--- config.mk ---
export PLATFORM = sky130hd
export DESIGN_NAME = aud_rx_deser
export DESIGN_NICKNAME = d
export VERILOG_FILES = /design/src/rtl/aud_rx_pkg.sv /design/src/rtl/aud_rx_edge.sv /design/src/rtl/aud_rx_frame.sv /design/src/rtl/aud_rx_norm.sv /design/src/rtl/aud_rx_deser.sv
export SDC_FILE = /design/constraint.sdc
export NUM_CORES = 1
export LEC_CHECK = 0
export BUFFER_PORTS_ARGS = -buffer_cell sky130_fd_sc_hd__buf_2
export CORE_AREA = 4 4 110 112
export DETAILED_ROUTE_END_ITERATION = 6
export DIE_AREA = 0 0 114 116
export PLACE_DENSITY = 0.83
export SYNTH_ARGS = -nofsm -noshare
export SYNTH_HDL_FRONTEND = slang
export SYNTH_SLANG_ARGS = --single-unit
export TNS_END_PERCENT = 1
--- constraint.sdc ---
create_clock -name clk -period 8.4 [get_ports clk]
set_input_delay 1.26 -clock clk [delete_from_list [all_inputs] [get_ports clk]]
set_output_delay 1.26 -clock clk [all_outputs]
set_load 0.02 [all_outputs]
--- src/rtl/aud_rx_pkg.sv ---
package aud_rx_pkg;

   typedef enum logic [1:0] {
      FMT_RJ  = 2'b00,
      FMT_LJ  = 2'b01,
      FMT_I2S = 2'b10,
      FMT_DSP = 2'b11
   } fmt_e;

   typedef enum logic [1:0] {
      WL_16 = 2'b00,
      WL_20 = 2'b01,
      WL_24 = 2'b10,
      WL_32 = 2'b11
   } wl_e;

   // Effective word length; 32 bits collapses to 24 in right-justified framing
   function automatic logic [5:0] eff_bits(input wl_e wl, input fmt_e fmt);
      case (wl)
         WL_16:   return 6'd16;
         WL_20:   return 6'd20;
         WL_24:   return 6'd24;
         default: return (fmt == FMT_RJ) ? 6'd24 : 6'd32;
      endcase
   endfunction

endpackage

--- src/rtl/aud_rx_edge.sv ---
module aud_rx_edge #(
   parameter int SYNC_STAGES = 2
) (
   input  logic clk,
   input  logic rst_n,
   input  logic bclk_i,
   input  logic lrclk_i,
   input  logic sdata_i,
   input  logic bcp,
   output logic bit_stb,
   output logic lr_s,
   output logic sd_s
);

   logic       bclk_s;
   logic       bclk_d;

   generate
      if (SYNC_STAGES == 0) begin : g_direct
         assign {bclk_s, lr_s, sd_s} = {bclk_i, lrclk_i, sdata_i};
      end else begin : g_sync
         logic [2:0] stage_q [SYNC_STAGES];
         always_ff @(posedge clk or negedge rst_n) begin
            if (!rst_n) begin
               for (int i = 0; i < SYNC_STAGES; i++) stage_q[i] <= '0;
            end else begin
               stage_q[0] <= {bclk_i, lrclk_i, sdata_i};
               for (int i = 1; i < SYNC_STAGES; i++) stage_q[i] <= stage_q[i-1];
            end
         end
         assign {bclk_s, lr_s, sd_s} = stage_q[SYNC_STAGES-1];
      end
   endgenerate

   always_ff @(posedge clk or negedge rst_n) begin
      if (!rst_n) bclk_d <= 1'b0;
      else        bclk_d <= bclk_s;
   end

   // polarity picks rising (0) or falling (1) as the sampling edge
   assign bit_stb = bcp ? (bclk_d & ~bclk_s) : (~bclk_d & bclk_s);

endmodule

--- src/rtl/aud_rx_frame.sv ---
module aud_rx_frame
   import aud_rx_pkg::*;
#(
   parameter int MAX_WL = 32,
   parameter int CNT_W  = 7
) (
   input  logic              clk,
   input  logic              rst_n,
   input  logic              en,
   input  fmt_e              fmt,
   input  logic [5:0]        nbits,
   input  logic              lrp,
   input  logic              bit_stb,
   input  logic              lr_s,
   input  logic              sd_s,
   output logic              cap_stb,
   output logic              cap_right,
   output logic [MAX_WL-1:0] cap_word
);

   localparam logic [CNT_W-1:0] CNT_MAX = '1;

   logic              primed_q, synced_q, lr_prev_q;
   logic [CNT_W-1:0]  cnt_q;
   logic [MAX_WL-1:0] shreg_q;

   logic              lr_i, dly, trans, live;
   logic [CNT_W-1:0]  k_now, n_c, d_c, end_a, end_b;
   logic [MAX_WL-1:0] shifted;

   always_comb begin
      lr_i    = (fmt == FMT_DSP) ? lr_s : (lr_s ^ lrp);
      dly     = (fmt == FMT_I2S) || ((fmt == FMT_DSP) && !lrp);
      trans   = primed_q && ((fmt == FMT_DSP) ? (lr_i && !lr_prev_q)
                                              : (lr_i != lr_prev_q));
      k_now   = trans ? '0 : cnt_q;
      live    = synced_q || trans;
      n_c     = CNT_W'(nbits);
      d_c     = CNT_W'(dly);
      end_a   = n_c - CNT_W'(1) + d_c;
      end_b   = n_c + n_c - CNT_W'(1) + d_c;
      shifted = {shreg_q[MAX_WL-2:0], sd_s};

      cap_stb   = 1'b0;
      cap_right = 1'b0;
      cap_word  = shifted;
      if (bit_stb && en) begin
         case (fmt)
            FMT_RJ: if (trans && synced_q) begin
               cap_stb   = 1'b1;
               cap_right = !lr_prev_q;
               cap_word  = shreg_q;
            end
            FMT_LJ: if (live && k_now == end_a) begin
               cap_stb   = 1'b1;
               cap_right = !lr_i;
            end
            FMT_I2S: if (live && k_now == end_a) begin
               cap_stb   = 1'b1;
               cap_right = lr_i;
            end
            default: if (live && k_now == end_a) begin
               cap_stb   = 1'b1;
            end else if (live && k_now == end_b) begin
               cap_stb   = 1'b1;
               cap_right = 1'b1;
            end
         endcase
      end
   end

   always_ff @(posedge clk or negedge rst_n) begin
      if (!rst_n) begin
         primed_q  <= 1'b0;
         synced_q  <= 1'b0;
         lr_prev_q <= 1'b0;
         cnt_q     <= '0;
         shreg_q   <= '0;
      end else if (!en) begin
         primed_q  <= 1'b0;
         synced_q  <= 1'b0;
         lr_prev_q <= 1'b0;
         cnt_q     <= '0;
         shreg_q   <= '0;
      end else if (bit_stb) begin
         primed_q  <= 1'b1;
         lr_prev_q <= lr_i;
         shreg_q   <= shifted;
         cnt_q     <= (k_now == CNT_MAX) ? CNT_MAX : k_now + CNT_W'(1);
         if (trans) synced_q <= 1'b1;
      end
   end

   // a disabled receiver forgets its alignment
   a_r2_align_cleared: assert property (@(posedge clk) disable iff (!rst_n)
      !en |=> (cnt_q == '0 && !synced_q && !primed_q));

endmodule

--- src/rtl/aud_rx_norm.sv ---
module aud_rx_norm #(
   parameter int MAX_WL = 32,
   parameter int OUT_W  = 24
) (
   input  logic [MAX_WL-1:0] word,
   input  logic [5:0]        nbits,
   output logic [OUT_W-1:0]  smp
);

   logic [MAX_WL-1:0] masked;
   logic [OUT_W-1:0]  pad_mask;

   always_comb begin
      masked = word & ~({MAX_WL{1'b1}} << nbits);
      if (int'(nbits) >= OUT_W) smp = OUT_W'(masked >> (int'(nbits) - OUT_W));
      else                      smp = OUT_W'(masked << (OUT_W - int'(nbits)));
      pad_mask = '0;
      if (int'(nbits) < OUT_W) pad_mask = ~({OUT_W{1'b1}} << (OUT_W - int'(nbits)));
   end

   // short words leave zeros in the unused low bits
   always_comb begin
      if (int'(nbits) < OUT_W)
         a_r7_pad_zero: assert ((smp & pad_mask) == '0);
   end

endmodule

--- src/rtl/aud_rx_deser.sv ---
module aud_rx_deser
   import aud_rx_pkg::*;
#(
   parameter int SYNC_STAGES = 2,
   parameter int MAX_WL      = 32,
   parameter int OUT_W       = 24
) (
   input  logic             clk,
   input  logic             rst_n,
   input  logic             rx_en,
   input  logic [1:0]       cfg_fmt,
   input  logic [1:0]       cfg_wl,
   input  logic             cfg_lrp,
   input  logic             cfg_bcp,
   input  logic             bclk_i,
   input  logic             lrclk_i,
   input  logic             sdata_i,
   output logic [OUT_W-1:0] smp_left,
   output logic [OUT_W-1:0] smp_right,
   output logic             smp_vld
);

   localparam int CNT_W = $clog2(2 * MAX_WL + 2);

   generate
      if (MAX_WL < 32) begin : g_bad_wl
         $error("MAX_WL must cover 32-bit words");
      end
      if (OUT_W > MAX_WL || OUT_W < 16) begin : g_bad_out
         $error("OUT_W must lie between 16 and MAX_WL");
      end
      if (SYNC_STAGES < 0 || SYNC_STAGES > 4) begin : g_bad_sync
         $error("SYNC_STAGES must be 0 to 4");
      end
   endgenerate

   fmt_e              fmt;
   logic [5:0]        nbits;
   logic              bit_stb, lr_s, sd_s;
   logic              cap_stb, cap_right;
   logic [MAX_WL-1:0] cap_word;
   logic [OUT_W-1:0]  cap_smp, left_hold;
   logic              left_ok;

   assign fmt   = fmt_e'(cfg_fmt);
   assign nbits = eff_bits(wl_e'(cfg_wl), fmt);

   aud_rx_edge #(.SYNC_STAGES(SYNC_STAGES)) u_edge (
      .clk     (clk),
      .rst_n   (rst_n),
      .bclk_i  (bclk_i),
      .lrclk_i (lrclk_i),
      .sdata_i (sdata_i),
      .bcp     (cfg_bcp),
      .bit_stb (bit_stb),
      .lr_s    (lr_s),
      .sd_s    (sd_s)
   );

   aud_rx_frame #(.MAX_WL(MAX_WL), .CNT_W(CNT_W)) u_frame (
      .clk       (clk),
      .rst_n     (rst_n),
      .en        (rx_en),
      .fmt       (fmt),
      .nbits     (nbits),
      .lrp       (cfg_lrp),
      .bit_stb   (bit_stb),
      .lr_s      (lr_s),
      .sd_s      (sd_s),
      .cap_stb   (cap_stb),
      .cap_right (cap_right),
      .cap_word  (cap_word)
   );

   aud_rx_norm #(.MAX_WL(MAX_WL), .OUT_W(OUT_W)) u_norm (
      .word  (cap_word),
      .nbits (nbits),
      .smp   (cap_smp)
   );

   always_ff @(posedge clk or negedge rst_n) begin
      if (!rst_n) begin
         smp_left  <= '0;
         smp_right <= '0;
         smp_vld   <= 1'b0;
         left_hold <= '0;
         left_ok   <= 1'b0;
      end else if (!rx_en) begin
         smp_vld   <= 1'b0;
         left_ok   <= 1'b0;
      end else begin
         smp_vld <= 1'b0;
         if (cap_stb && !cap_right) begin
            left_hold <= cap_smp;
            left_ok   <= 1'b1;
         end else if (cap_stb && left_ok) begin
            smp_left  <= left_hold;
            smp_right <= cap_smp;
            smp_vld   <= 1'b1;
         end
      end
   end

   // strobe lasts one cycle
   a_r12_vld_pulse: assert property (@(posedge clk) disable iff (!rst_n)
      smp_vld |=> !smp_vld);

   // samples move only together with the strobe
   a_r12_hold_samples: assert property (@(posedge clk) disable iff (!rst_n)
      !smp_vld |-> ($stable(smp_left) && $stable(smp_right)));

   // disabled receiver produces no strobe
   a_r2_off_quiet: assert property (@(posedge clk) disable iff (!rst_n)
      !rx_en |=> !smp_vld);

endmodule

Word level (Yosys, flattened, before mapping)
Cells that the tools add are included.
- reductions and logical operators: 21
- $add $sub $neg: 8
- order comparisons: 1
- bitwise operators: 8
- eq/ne operators: 12
- multiplexer cells: 39
- shifts and indexed selects: 3
- operator list (operator ; count):
    $mux W32 ; 5
    $and A32 B32 Y32 ; 1
    $not A32 Y32 ; 1
    $shl A32 B32 Y24 ; 1
    $shl A32 B6 Y32 const A ; 1
    $shr A32 B32 Y24 ; 1
    $mux W7 ; 4
    $mux W1 ; 25
    $mux W24 ; 1
    $pmux W6 S3 ; 1
    $add A7 B1 Y7 ; 2
    $eq A7 B7 Y1 ; 2
    $logic_and A1 B1 Y1 ; 9
    $add A6 B6 Y7 ; 1
    $add A7 B1 Y7 const B ; 1
    $eq A7 B7 Y1 const B ; 1
    $sub A5 B6 Y7 const A ; 1
    $sub A6 B1 Y7 const B ; 1
    $sub A6 B5 Y7 const B ; 1
    $sub A7 B1 Y7 const B ; 1
    $eq A2 B2 Y1 const B ; 3
    $ge A6 B5 Y1 const B ; 1
    $mux W6 ; 1
    $ne A2 B1 Y1 const B ; 3
    other kinds (13) ; 23
- bits in registers: 123
- input bits: 12
- logic and storage cells: 105

Longest topological paths before layout
Gate-level depths: netlist (run 1).
- word-level depth: 16
- mapped depth: 18

Modules after synthesis
From an unflattened synthesis (run 1), not the netlist that was laid out.
- cells, all modules: 1083
- area total of the unflattened synthesis: 10009.6 µm²
- modules (own cells, without submodules) (module ; cells an instance ; seq. area each (µm²) ; area each (µm²) ; times used):
    aud_rx_norm ; 596 ; 0.0 ; 4035.1 ; 1
    aud_rx_frame ; 312 ; 1051.0 ; 2970.3 ; 1
    aud_rx_deser ; 165 ; 1851.8 ; 2806.4 ; 1
    aud_rx_edge ; 10 ; 175.2 ; 197.7 ; 1

Worst setup path after synthesis (run 1)
OpenSTA, ideal clock, no wires.
- path kind: input port to flip-flop
- start: input cfg_fmt[0]
- end: register smp_left[16]
- slack: 3396 ps
- arrival: 4877 ps
- stages on the path: 18
- data required time: 8273 ps
- setup time: 127 ps
- path through: inv_1 > ha_1 > nand2b_1 > and2_1 > buf_2 > inv_1 > clkbuf_1 > ha_1 > inv_1 > o22ai_1 > xnor3_1 > nand2_1 > nor3_1 > or4_4 > a221oi_4 > buf_6 > buf_12 > mux2_1
- cells in the longest elaborated chain, start to end: 16
- elaborated cells on any way between the ends: 44
- classes of those cells: add/sub (5); eq/ne (6); mux (17); bitwise (1); reduce/logical (15)
- RTL lines (what ; line ; source):
    from (decl) ; aud_rx_deser.sv:11 ; input logic [1:0] cfg_fmt,
    $logic_not A2 Y1 / $eq A2 B2 Y1 (equally long branches) ; - ;
    $mux W6 / $mux W1 (equally long branches) ; aud_rx_pkg.sv:23, aud_rx_frame.sv:32 ;
    $pmux W6 S3 (tied with other cells) ; aud_rx_pkg.sv:19 ; case (wl)
    $add A6 B6 Y7 / $mux W1 (equally long branches) ; aud_rx_frame.sv:41, aud_rx_frame.sv:34 ;
    $sub A7 B1 Y7 / $logic_and A1 B1 Y1 (equally long branches) ; aud_rx_frame.sv:41, aud_rx_frame.sv:34 ;
    $add A7 B1 Y7 / $mux W7 (equally long branches) ; aud_rx_frame.sv:41, aud_rx_frame.sv:36 ;
    $eq A7 B7 Y1 ; aud_rx_frame.sv:64 ; end else if (live && k_now == end_b) begin
    $logic_and A1 B1 Y1 ; aud_rx_frame.sv:64 ;
    $mux W1 ; aud_rx_frame.sv:64 ;
    $mux W1 ; aud_rx_frame.sv:62 ; default: if (live && k_now == end_a) begin
    $pmux W1 S3 ; aud_rx_frame.sv:48 ; case (fmt)
    $mux W1 ; aud_rx_frame.sv:47 ; if (bit_stb && en) begin
    $logic_not A1 Y1 ; aud_rx_deser.sv:93 ; if (cap_stb && !cap_right) begin
    $logic_and A1 B1 Y1 ; aud_rx_deser.sv:93 ;
    $not A1 Y1 (no line) ; - ;
    $reduce_and A3 Y1 (no line) (*) ; - ;
    to (signal assigned) ; aud_rx_deser.sv:97 ; smp_left <= left_hold;
    to (decl) ; aud_rx_deser.sv:18 ; output logic [OUT_W-1:0] smp_left,
Mark *: on every way between the ends. The rest lies on a longest branch, timed or not.
A chain may end at the register's enable or synchronous reset.

Worst setup path in the final report (run 1)
- start: input cfg_fmt[0]
- end: register left_hold[18]
- cells in the longest elaborated chain, start to end: 15
- elaborated cells on any way between the ends: 54
- classes of those cells: add/sub (7); order compare (1); eq/ne (6); shift (3); mux (21); bitwise (2); reduce/logical (14)
- RTL lines (what ; line ; source):
    $logic_not A2 Y1 / $eq A2 B2 Y1 (equally long branches) ; - ;
    $mux W6 / $mux W1 (equally long branches) ; aud_rx_pkg.sv:23, aud_rx_frame.sv:32 ;
    $pmux W6 S3 (tied with other cells) ; aud_rx_pkg.sv:19 ;
    $add A6 B6 Y7 / $mux W1 (equally long branches) ; aud_rx_frame.sv:41, aud_rx_frame.sv:34 ;
    $sub A7 B1 Y7 / $logic_and A1 B1 Y1 (equally long branches) ; aud_rx_frame.sv:41, aud_rx_frame.sv:34 ;
    $add A7 B1 Y7 / $mux W7 (equally long branches) ; aud_rx_frame.sv:41, aud_rx_frame.sv:36 ;
    $eq A7 B7 Y1 ; aud_rx_frame.sv:64 ;
    $logic_and A1 B1 Y1 ; aud_rx_frame.sv:64 ;
    $mux W1 ; aud_rx_frame.sv:64 ;
    $mux W1 ; aud_rx_frame.sv:62 ;
    $pmux W1 S3 ; aud_rx_frame.sv:48 ;
    $mux W1 ; aud_rx_frame.sv:47 ;
    $logic_not A1 Y1 ; aud_rx_deser.sv:93 ;
    $logic_and A1 B1 Y1 ; aud_rx_deser.sv:93 ;
    $reduce_and A2 Y1 (no line) ; - ;
    to (signal assigned) ; aud_rx_deser.sv:94 ; left_hold <= cap_smp;
    to (decl) ; aud_rx_deser.sv:42 ; logic [OUT_W-1:0] cap_smp, left_hold;
Parallel ways exist; a longest one is shown, timed or not.

==> metrics.md, run 1 <==
| Metric | Value |
|---|---|
| Status | finished, final reports clean |
| Final setup TNS | 0 ns |
| Synth top area share | approximately 47% |
| Diodes inserted | 0 |
| Crit path kind | input port to flop |
| Final Critical Period | ~5.5 ns |
| ANT nets after route | 0 |
| Max incr delay on CP | slightly above 1 ns |
| Initial Util | 58.22% |
| Crit-path slowest cell | nor4_4 |
| Pleak | 3.321 nW |
| CP bufs+invs | 2 |
| Yosys cell types | 65 |
| Vias per std cell | between 6 and 7 |
| Synth Area in Simple Gates | 12.70% |
| Die area | roughly 13000 um2 |
| Num ports | around 60 |
| Routed WL | ~17000 um |
| Clock Skews | about 0.0084 ns |
| Register-to-register setup slack | approximately 4 ns |
| Chip Width | roughly 110 um |
| Final Max Tran Viols | 0 |
| Final Cycle Share | about 66% |
| Ratio of cells with drive above 1 in the final layout | approximately a quarter |
| Wire per inst | about 20 um |
| PwrDens | approximately 190 nW/um2 |
| Post-cts sizing count | 0 |
| Synth async-reset ratio | 100.0% |
| Vias | about 5300 |
| Starting DRT DRC Count | approximately 590 |
| XOR/XNOR share of the synthesized area | 1.360% |
| Startpoint types | input port |
| Final net count | about 700 |
| First-pass GRT wire length | 26980 um |
| Post-synth EDFFs | 0 |
| Cell family with most CP delay | simple AND/OR/NAND/NOR gates |
| Total grt overflow | 0 |
| Post-synthesis mux area share | between 10% and 20% |
| Count of buffers from port buffering | 60 |
| Row count | 39 |
| Slew margin rel. | just under 30% |
| Hold Path Class | flop to flop |
| Finished Cell Area | 7466 um2 |
| Worst Tran Pin Value | ~1.1 ns |
| Number of global-route vias before repair | a little over 5000 |
| Largest area contributor in the netlist | dfrtp_1 |
| Synth Area per Inst | 10.29 um2 |
| CTS max path bufs | 2 |
| CP required | around 8.7 ns |
| Post-place instance area | 6895 um2 |
| Final number of hold-violating endpoints | 0 |
| Synth cell count leaders | dfrtp_1 (122), nand2_1 (98), mux2_2 (64), a21oi_1 (54), mux2i_1 (35) |
| Die Y-Extent | 116 um |
| Fillcell total | 870 |
| Core area | roughly 11000 um2 |
| Detailed placement HPWL | around 11000 um |
| Seq cells post-synth | ~120 |
| Endpoints failing setup | 0 |
| Worst skew pair latency | roughly 0.43 ns |
| Total GRT Usage | a little over a quarter |
| Register area share after synthesis | 46.73% |
| Largest family of logic cells by synthesized area | multiplexers |
| Clock slew at reported path FFs | around 0.060 ns |
| Maximum VDD drop | approximately 200 uV |
| Mapped Cells | 635 |
| Clk root buf | clkbuf_16 |
| Adder-cell area share of the yosys netlist | around 2.3% |
| Ranking of synthesized cells by area | dfrtp_1 (47%), mux2_2 (11%), nand2_1 (5.6%), mux2i_1 (5.4%), a21oi_1 (4.1%) |
| CTS tree | yes |
| Synth warn | 0 |
| H-Tree Depth | 4 |
| Max FO, Critical Path | 19 |
| Ys flop type | dfrtp_1 |
| Synthesized area | approximately 6500 um2 |
| Cts bufs inserted | 17 |
| Placer's final routability congestion estimate | about 1 |
| DR pass1 iterations | 5 |
| Synth Area in Compound Gates | approximately 16% |
| Post-CTS Repair Setup Buffers | 0 |
| Area growth syn-to-layout | 14.27% |
| CP endpoint kind | flop |
| Count leader, synth | dfrtp_1 |
| WP data arrival | 5.84 ns |
| Hold buffer count at CTS | 0 |
| Largest net degree at the start of global routing | slightly below 90 |
| Max_cap viols | 0 |
| RSZ-0062 raised after global routing | false |
| Sink Count | between 100 and 150 |
| Max Fclk | about 0.18 GHz |
| DRC | 0 |
| Antenna violations before repair | 0 |
| CP cell instances | buf_2 -> ha_1 -> nand2b_1 -> xnor2_1 -> ha_1 -> nand2b_1 -> nand3_1 -> nor4_4 -> buf_4 -> mux2i_1 -> o221ai_1 -> o211ai_1 -> o221ai_1 -> mux2_2 |
## final timing paths
check,cells after the start,end,from
max,14,left_hold[18],cfg_fmt[0]
min,0,u_edge.lr_s,u_edge.g_sync.stage_q[4]
max reg2reg,11,left_hold[18],u_edge.lr_s
min reg2reg,0,u_edge.lr_s,u_edge.g_sync.stage_q[4]
max in group asynchronous,2,left_hold[1],rst_n
min in group asynchronous,1,u_frame.shreg_q[20],rst_n
## registers in the layout, summed over array words and instances (netlist names)
register	count
u_frame.lr_prev_q	1
u_frame.primed_q	1
u_frame.shreg_q	31
smp_vld	1
u_edge.lr_s	1
left_hold	24
u_edge.g_sync.stage_q	3
left_ok	1
u_edge.bclk_d	1
smp_left	24
smp_right	24
u_edge.sd_s	1
u_frame.cnt_q	7
u_edge.bclk_s	1
u_frame.synced_q	1
## cell type report
type	instances	area [um2]	share of cell area [%]
clock buffer	21	450.4	6.033
clock inverter	10	120.1	1.609
inverter	18	68.82	0.9217
multi-input combinational	460	3239	43.39
sequential	122	3053	40.89
tap	143	178.9	2.397
timing repair buffer	67	355.3	4.760
## report_power, final
group,switching (mW),total (mW),internal (mW)
logic,0.0752,0.106,0.0305
clock network,0.264,0.707,0.442
registers,0.00381,0.596,0.592
## per-stage QoR
stage          instances  hold WS [ns]  setup slack (ns)  power (mW)  utilization (%)
2_1_floorplan        637        0.3312             3.396      0.6739                -
3_3_place_gp         810        0.3352             2.596      0.7084            61.44
3_5_place_dp         810        0.3357             2.582      0.7096            61.44
4_1_cts              841        0.3537             2.999       1.417            66.52
5_1_grt              841        0.3542             2.638       1.459            66.52
6_report             841        0.3477             2.866       1.408            66.52
## kinds of logic after synthesis
group,Yosys count
simple gates,179
buf+inv,55
flops,122
fa+ha+maj,12
other cells,1
mux,104
compound gates,155
xor+xnor,7
## metal layers
layer | share of wire [%] | track usage [%] | vias to the layer above
li1 | - | - | 2404
met1 | 42 | 34.57 | 2642
met2 | 48 | 41.84 | 231
met3 | 6.9 | 7.102 | 55
met4 | 3.0 | 11.96 | 0
met5 | 0 | 0 | -
## cells in the final DEF (no fill, tap or decap), types with 3 or more instances in the layout
cell	count
clkbuf_1	3
mux2_1	5
clkinvlp_4	5
a311o_1	3
mux2_2	64
buf_2	59
dfrtp_1	122
conb_1	3
and3b_1	3
mux2i_1	35
o211ai_1	6
o221ai_1	15
inv_1	14
o21ai_0	23
a211oi_1	4
ha_1	12
xnor2_1	5
nand3_1	7
a31oi_1	5
a21oi_1	53
buf_4	8
clkbuf_16	17
o22ai_1	21
nand2_1	98
nand4_1	3
nand2b_1	6
and2_1	7
nor2_1	28
a32oi_1	4
nor3b_1	4
nor2b_1	5
nor3_1	6
No activity file was read; power rests on OpenSTA's default activity.
==> run 2, diff against run 1 <==
--- a/config.mk
+++ b/config.mk
@@ -6,10 +6,10 @@
 export NUM_CORES = 1
 export LEC_CHECK = 0
 export BUFFER_PORTS_ARGS = -buffer_cell sky130_fd_sc_hd__buf_2
-export CORE_AREA = 4 4 110 112
+export CORE_AREA = 4 4 115 117
 export DETAILED_ROUTE_END_ITERATION = 6
-export DIE_AREA = 0 0 114 116
-export PLACE_DENSITY = 0.83
+export DIE_AREA = 0 0 119 121
+export PLACE_DENSITY = 0.8
 export SYNTH_ARGS = -nofsm -noshare
 export SYNTH_HDL_FRONTEND = slang
 export SYNTH_SLANG_ARGS = --single-unit
==> constraint.sdc (replaced) <==
create_clock -name clk -period 4.6 [get_ports clk]
set_input_delay 0.69 -clock clk [delete_from_list [all_inputs] [get_ports clk]]
set_output_delay 0.69 -clock clk [all_outputs]
set_load 0.02 [all_outputs]
==> run 2 against run 1 <==
  * First-iteration DRC count shrank 9.7%
  * Via count shrank 1.2%
  * Sequential share of layout area decreased by 1.1 points
  * Clock skew increased by 0.0023 ns
  * Critical path type unchanged
==> metrics.md, run 2 (synthesis results as in run 1) <==
| Metric | Value |
|---|---|
| Final Critical Period | 4.076 ns |
| Die Y-Extent | between 100 and 150 um |
| R2r startpoint | u_edge.lr_s |
| Max incr delay on CP | about 0.54 ns |
| Vias | around 5300 |
| Area growth syn-to-layout | 17.31% |
| Count of buffers from port buffering | 60 |
| Final Total Pwr | 2.604 mW |
| CTS max path bufs | 2 |
| Crit path kind | input port to flop |
| WP data arrival | 4.38 ns |
| WHS | 0.3471 ns |
| First-pass GRT wire length | roughly 27000 um |
| Final Cycle Share | 88.61% |
| Clock power share | roughly half |
| Total grt overflow | 0 |
| Hold Startpoint | u_edge.g_sync.stage_q[3] |
| Pint | 1.958 mW |
| Net Sw Frac | between 20% and 30% |
| Starting DRT DRC Count | 531 |
| Most common cell after layout, fill and taps aside | dfrtp_1 |
| Hold buffer count at CTS | 0 |
| Placer's final routability congestion estimate | approximately 0.94 |
| CP cell instances | buf_2 -> ha_1 -> nand2b_1 -> xnor2_1 -> ha_1 -> nand2b_1 -> and3_1 -> o21ai_0 -> o22a_1 -> or4_4 -> a221oi_4 -> buf_12 -> mux2_2 |
| Status | finished, final reports clean |
| Diodes inserted | 0 |
| DR pass1 iterations | 5 |
| Largest net degree at the start of global routing | a little under 90 |
| CP required | approximately 5 ns |
| RSZ-0062 raised after global routing | false |
| Post-CTS Repair Setup Buffers | 0 |
| Post-cts sizing count | 0 |
| Routed WL | between 15000 and 20000 um |
| Max FO, Critical Path | between 40 and 50 |
| Fin util | 62.00% |
| Register-to-register setup slack | slightly above 1 ns |
| CTS tree | yes |
| ANT nets after route | 0 |
| Antenna violations before repair | 0 |
| Number of global-route vias before repair | about 5100 |
| Commonest cells after routing, fill and taps aside | dfrtp_1 (122), nand2_1 (98), mux2_2 (64), buf_2 (59), a21oi_1 (53) |
| Worst skew pair latency | roughly 0.43 ns |
| Register share of total power | a little over two fifths |
| Max Fclk | between 0.2 and 0.25 GHz |
| CP endpoint kind | flop |
| Initial Util | a little over half |
| Endpoints failing setup | 0 |
| Ratio of cells with drive above 1 in the final layout | between 20% and 30% |
| Combinational power share | under 10% |
| Slew margin rel. | between 20% and 30% |
| Worst Tran Pin Value | approximately 1.1 ns |
| Total GRT Usage | 23.50% |
| Startpoint types | input port |
| Detailed placement HPWL | about 11000 um |
| PwrDens | around 340 nW/um2 |
| DRC | 0 |
| Pleak | ~3.4 nW |
| Sink Count | 122 |
| Hold endpoint | u_edge.sd_s |
| Clock slew at reported path FFs | around 0.06 ns |
| Die area | around 14000 um2 |
| Final number of hold-violating endpoints | 0 |
| Final net count | around 730 |
| Core area | between 10000 and 15000 um2 |
| Clock Skews | 0.01072 ns |
| Final Max Tran Viols | 0 |
| R2r worst-path depth | 10 |
| Final setup TNS | 0 ns |
| Max reg flops | 31 |
| Num ports | 61 |
| Hold Path Class | flop to flop |
| Maximum VDD drop | 343.1 uV |
| Chip Width | 119 um |
| Hold Path Depth | 0 |
| Clk root buf | clkbuf_16 |
| Reg2Reg Capture Point | smp_left[21] |
| Max_cap viols | 0 |
| Most flop-heavy register | u_frame.shreg_q |
| Crit-path slowest cell | or4_4 |
| Wire per inst | 18.44 um |
| Cts bufs inserted | 17 |
| Vias per std cell | 5.938 |
| Switching power | approximately 650 uW |
| H-Tree Depth | 4 |
| Row count | just over 40 |
[run 2: cell types whose count changed in the layout (fill, tap and decap cells not counted), sizes merged]
| cell | change |
|---|---|
| buf | +16 |
| clkbuf | -1 |
| clkinv | +4 |
| clkinvlp | -3 |
| inv | +1 |
[run 2: final cells by class]
type | instances | area, um2
Multi-Input combinational cell | 460 | 3239
Fill cell | 995 | 4698
Tap cell | 172 | 215.2
Timing Repair Buffer | 83 | 500.5
Clock buffer | 20 | 446.7
Clock inverter | 12 | 141.4
Sequential cell | 122 | 3053
Inverter | 18 | 68.82
[run 2: through the flow]
step / cells / instance area [um2] / setup WS, ns
floorplan: 637 / 6541 / 0.1657
global placement: 855 / 7077 / 0.2537
detailed placement: 855 / 7077 / 0.1047
CTS: 887 / 7665 / 0.5581
global route: 887 / 7665 / 0.2889
finish: 887 / 7665 / 0.5237
[run 2: how the worst max path moves through the flow]
stage | start | to | slack, ns
5_1_grt | cfg_fmt[0] | smp_left[21] | 0.29
6_report | cfg_fmt[0] | smp_left[21] | 0.52
3_3_place_gp | cfg_fmt[0] | smp_right[18] | 0.25
2_1_floorplan | cfg_fmt[0] | smp_left[16] | 0.17
4_1_cts | cfg_fmt[0] | smp_left[8] | 0.56
3_5_place_dp | cfg_fmt[0] | smp_left[21] | 0.10
[run 2: worst max-delay path, delay by kind of cell]
kind            cells  cell delay, ns
compound gates      3            0.67
xor+xnor            1            0.29
fa+ha+maj           2            0.51
buf+inv             2            0.40
mux                 1            0.38
simple gates        4            1.41
[run 2: metal layers]
metal	track usage [%]	vias up	routed length (um)
met1	31.46	2609	7095
met2	37.23	182	7891
met4	9.413	0	391
met3	5.315	36	976
li1	-	2440	-
met5	0	-	0
[run 2: power groups by stage]
stage / sequential (mW) / clock [mW] / combinational, mW
3_3_place_gp: 1.11 / 0 / 0.191
5_1_grt: 1.09 / 1.39 / 0.218
2_1_floorplan: 1.10 / 0 / 0.126
6_report: 1.09 / 1.32 / 0.198
3_5_place_dp: 1.11 / 0 / 0.195
4_1_cts: 1.09 / 1.34 / 0.196
==> run 3, diff against run 2 <==
--- a/config.mk
+++ b/config.mk
@@ -6,10 +6,12 @@
 export NUM_CORES = 1
 export LEC_CHECK = 0
 export BUFFER_PORTS_ARGS = -buffer_cell sky130_fd_sc_hd__buf_2
-export CORE_AREA = 4 4 115 117
+export CELL_PAD_IN_SITES_DETAIL_PLACEMENT = 1
+export CELL_PAD_IN_SITES_GLOBAL_PLACEMENT = 2
+export CORE_AREA = 4 4 153 155
 export DETAILED_ROUTE_END_ITERATION = 6
-export DIE_AREA = 0 0 119 121
-export PLACE_DENSITY = 0.8
+export DIE_AREA = 0 0 157 159
+export PLACE_DENSITY = 0.68
 export SYNTH_ARGS = -nofsm -noshare
 export SYNTH_HDL_FRONTEND = slang
 export SYNTH_SLANG_ARGS = --single-unit
==> constraint.sdc (replaced) <==
create_clock -name clk -period 5.05 [get_ports clk]
set_input_delay 0.7575 -clock clk [delete_from_list [all_inputs] [get_ports clk]]
set_output_delay 0.7575 -clock clk [all_outputs]
set_load 0.02 [all_outputs]
==> run 3 against run 2 <==
  * Non-clock buffer count down 6
  * Worst setup slack better by 0.056 ns
  * Final cell count up 11%
  * Clock skew down 0.00061 ns
  * Critical path depth up 1
  * First-iteration DRC count down 54%
  * Routed wire length up 17%
  * Worst hold slack better by 0.0045 ns
  * Die area up 73%
  * Sequential power down 9%
  * Combinational power down 6%
  * Flip-flop and latch count unchanged
  * Critical endpoint is now smp_right[22]
  * Largest cell class unchanged
  * Highest routed layer unchanged
==> metrics.md, run 3 (synthesis results as in run 1) <==
| Metric | Value |
|---|---|
| Status | finished, final reports clean |
| Routed WL | 19160 um |
| Crit path kind | input port to flop |
| RSZ-0062 raised after global routing | false |
| H-Tree Depth | 4 |
| Placer's final routability congestion estimate | 0.9038 |
| Fin util | around 35% |
| ANT nets after route | 0 |
| Cts bufs inserted | 17 |
| Register-to-register setup slack | around 1.2 ns |
| DRC | 0 |
| Cell family with most CP delay | simple AND/OR/NAND/NOR gates |
| CP required | between 5 and 6 ns |
| Max Fclk | about 0.22 GHz |
| Vias per std cell | around 5.3 |
| CTS max path bufs | 2 |
| CP endpoint kind | flop |
| Area growth syn-to-layout | 18.46% |
| Max reg flops | 31 |
| Post-CTS Repair Setup Buffers | 0 |
| CP cell instances | buf_2 -> ha_1 -> nand2b_1 -> xnor2_1 -> ha_1 -> nand2b_1 -> nand3_1 -> nor4_4 -> buf_12 -> mux2i_1 -> mux2i_1 -> a21oi_1 -> o221ai_1 -> mux2_2 |
| Worst Tran Pin Value | just over 0.9 ns |
| Die Y-Extent | approximately 160 um |
| Final Max Tran Viols | 0 |
| Endpoints failing setup | 0 |
| Startpoint types | input port |
| Most flop-heavy register | u_frame.shreg_q |
| Initial Util | between 20% and 30% |
| Worst skew pair latency | 0.42 ns |
| Largest net degree at the start of global routing | 70 |
| Final Total Pwr | roughly 2.4 mW |
| Crit-path slowest cell | mux2i_1 |
| Ratio of cells with drive above 1 in the final layout | between 20% and 30% |
| Commonest cells after routing, fill and taps aside | dfrtp_1 (122), nand2_1 (98), mux2_2 (64), buf_2 (59), a21oi_1 (53) |
| Final std cells w/o fill | between 900 and 1000 |
| Clock slew at reported path FFs | ~0.06 ns |
| Most common cell after layout, fill and taps aside | dfrtp_1 |
| Maximum VDD drop | 224.8 uV |
| Placed insts | ~960 |
| CP bufs+invs | 2 |
| Max_cap viols | 0 |
| Final Cycle Share | around nine tenths |
| Vias | approximately 5200 |
| PwrDens | ~310 nW/um2 |
| Antenna violations before repair | 0 |
| Chip Width | between 150 and 200 um |
| Starting DRT DRC Count | around 250 |
| Post-route setup slack | between 0.5 and 0.6 ns |
| Slew margin rel. | a little under two fifths |
| Core area | between 20000 and 25000 um2 |
| Hold Path Class | flop to flop |
| Clock Skews | between 0.01 and 0.015 ns |
| Final Critical Period | 4.470 ns |
| Clk root buf | clkbuf_16 |
| Diodes inserted | 0 |
| Row count | 54 |
| Num ports | 61 |
| Final net count | 720 |
| Post-cts sizing count | 0 |
| Final setup TNS | 0 ns |
| Post-Place Setup Slack | about 0.11 ns |
| Fillcell total | roughly 2500 |
| CTS tree | yes |
| Max FO, Critical Path | 32 |
| R2r worst-path depth | 11 |
| Hold Path Depth | 0 |
| DR pass1 iterations | 4 |
| Total grt overflow | 0 |
| Levels on crit path | 14 |
| Final number of hold-violating endpoints | 0 |
| WHS | 0.3515 ns |
| Wire per inst | between 15 and 20 um |
| Finished Cell Area | roughly 7700 um2 |
| Max incr delay on CP | 0.59 ns |
| Number of global-route vias before repair | approximately 5500 |
| Sink Count | roughly 120 |
| Total GRT Usage | between 10% and 20% |
| Pleak | roughly 3.4 nW |
| Hold buffer count at CTS | 0 |
| Count of buffers from port buffering | 60 |
| WP data arrival | 4.77 ns |
| First-pass GRT wire length | 31480 um |
| Detailed placement HPWL | around 14000 um |
| Die area | between 20000 and 25000 um2 |
| Post-place instance area | between 7000 and 8000 um2 |
-- run 3: cell types whose count changed in the layout (fill, tap and decap cells not counted) --
cell,before,now
buf_4,22,16
bufinv_16,2,0
clkbuf_1,2,0
clkbuf_8,1,0
clkinv_2,2,1
clkinv_4,5,0
clkinv_8,0,1
clkinvlp_4,2,3
inv_6,2,6
inv_8,0,5
-- run 3: per-layer routing --
layer / routed length (um) / track usage [%]
met5: 0 / 0
met4: 241 / 4.458
met3: 734 / 2.827
met2: 9430 / 26.11
met1: 8756 / 21.38
-- run 3: layout make-up --
| class | instances | area, um2 | area share [%] |
|---|---|---|---|
| Clock buffer | 17 | 425.4 | 5.496 |
| Tap cell | 280 | 350.3 | 4.526 |
| Inverter | 18 | 68.82 | 0.8891 |
| Timing Repair Buffer | 77 | 455.4 | 5.884 |
| Clock inverter | 15 | 147.6 | 1.908 |
| Sequential cell | 122 | 3053 | 39.44 |
| Multi-Input combinational cell | 460 | 3239 | 41.85 |
-- run 3: worst register-to-register path, cell delays in order (launching register included) --
cell and delay (ns):
dfrtp_1 0.38, xnor2_1 0.31, ha_1 0.19, nand2b_1 0.22, nand3_1 0.40, nor4_4 0.44, buf_12 0.26, mux2i_1 0.60
mux2i_1 0.31, a21oi_1 0.20, o221ai_1 0.17, mux2_2 0.30
-- run 3: power by group --
part | total [mW] | internal [mW] | switching (mW) | leakage, nW
Combinational | 0.186 | 0.0545 | 0.131 | 1.45
Sequential | 0.990 | 0.984 | 0.00629 | 1.66
Clock | 1.20 | 0.657 | 0.539 | 0.274
Total | 2.37 | 1.69 | 0.676 | 3.38
-- run 3: final timing paths --
kind	start	endpoint
worst max-delay path	cfg_fmt[0]	smp_right[22]
worst min-delay path	u_edge.g_sync.stage_q[4]	u_edge.lr_s
worst max register to register	u_edge.lr_s	smp_right[22]
worst min register to register	u_edge.g_sync.stage_q[4]	u_edge.lr_s
max in group asynchronous	rst_n	smp_left[2]
min in group asynchronous	rst_n	smp_right[14]
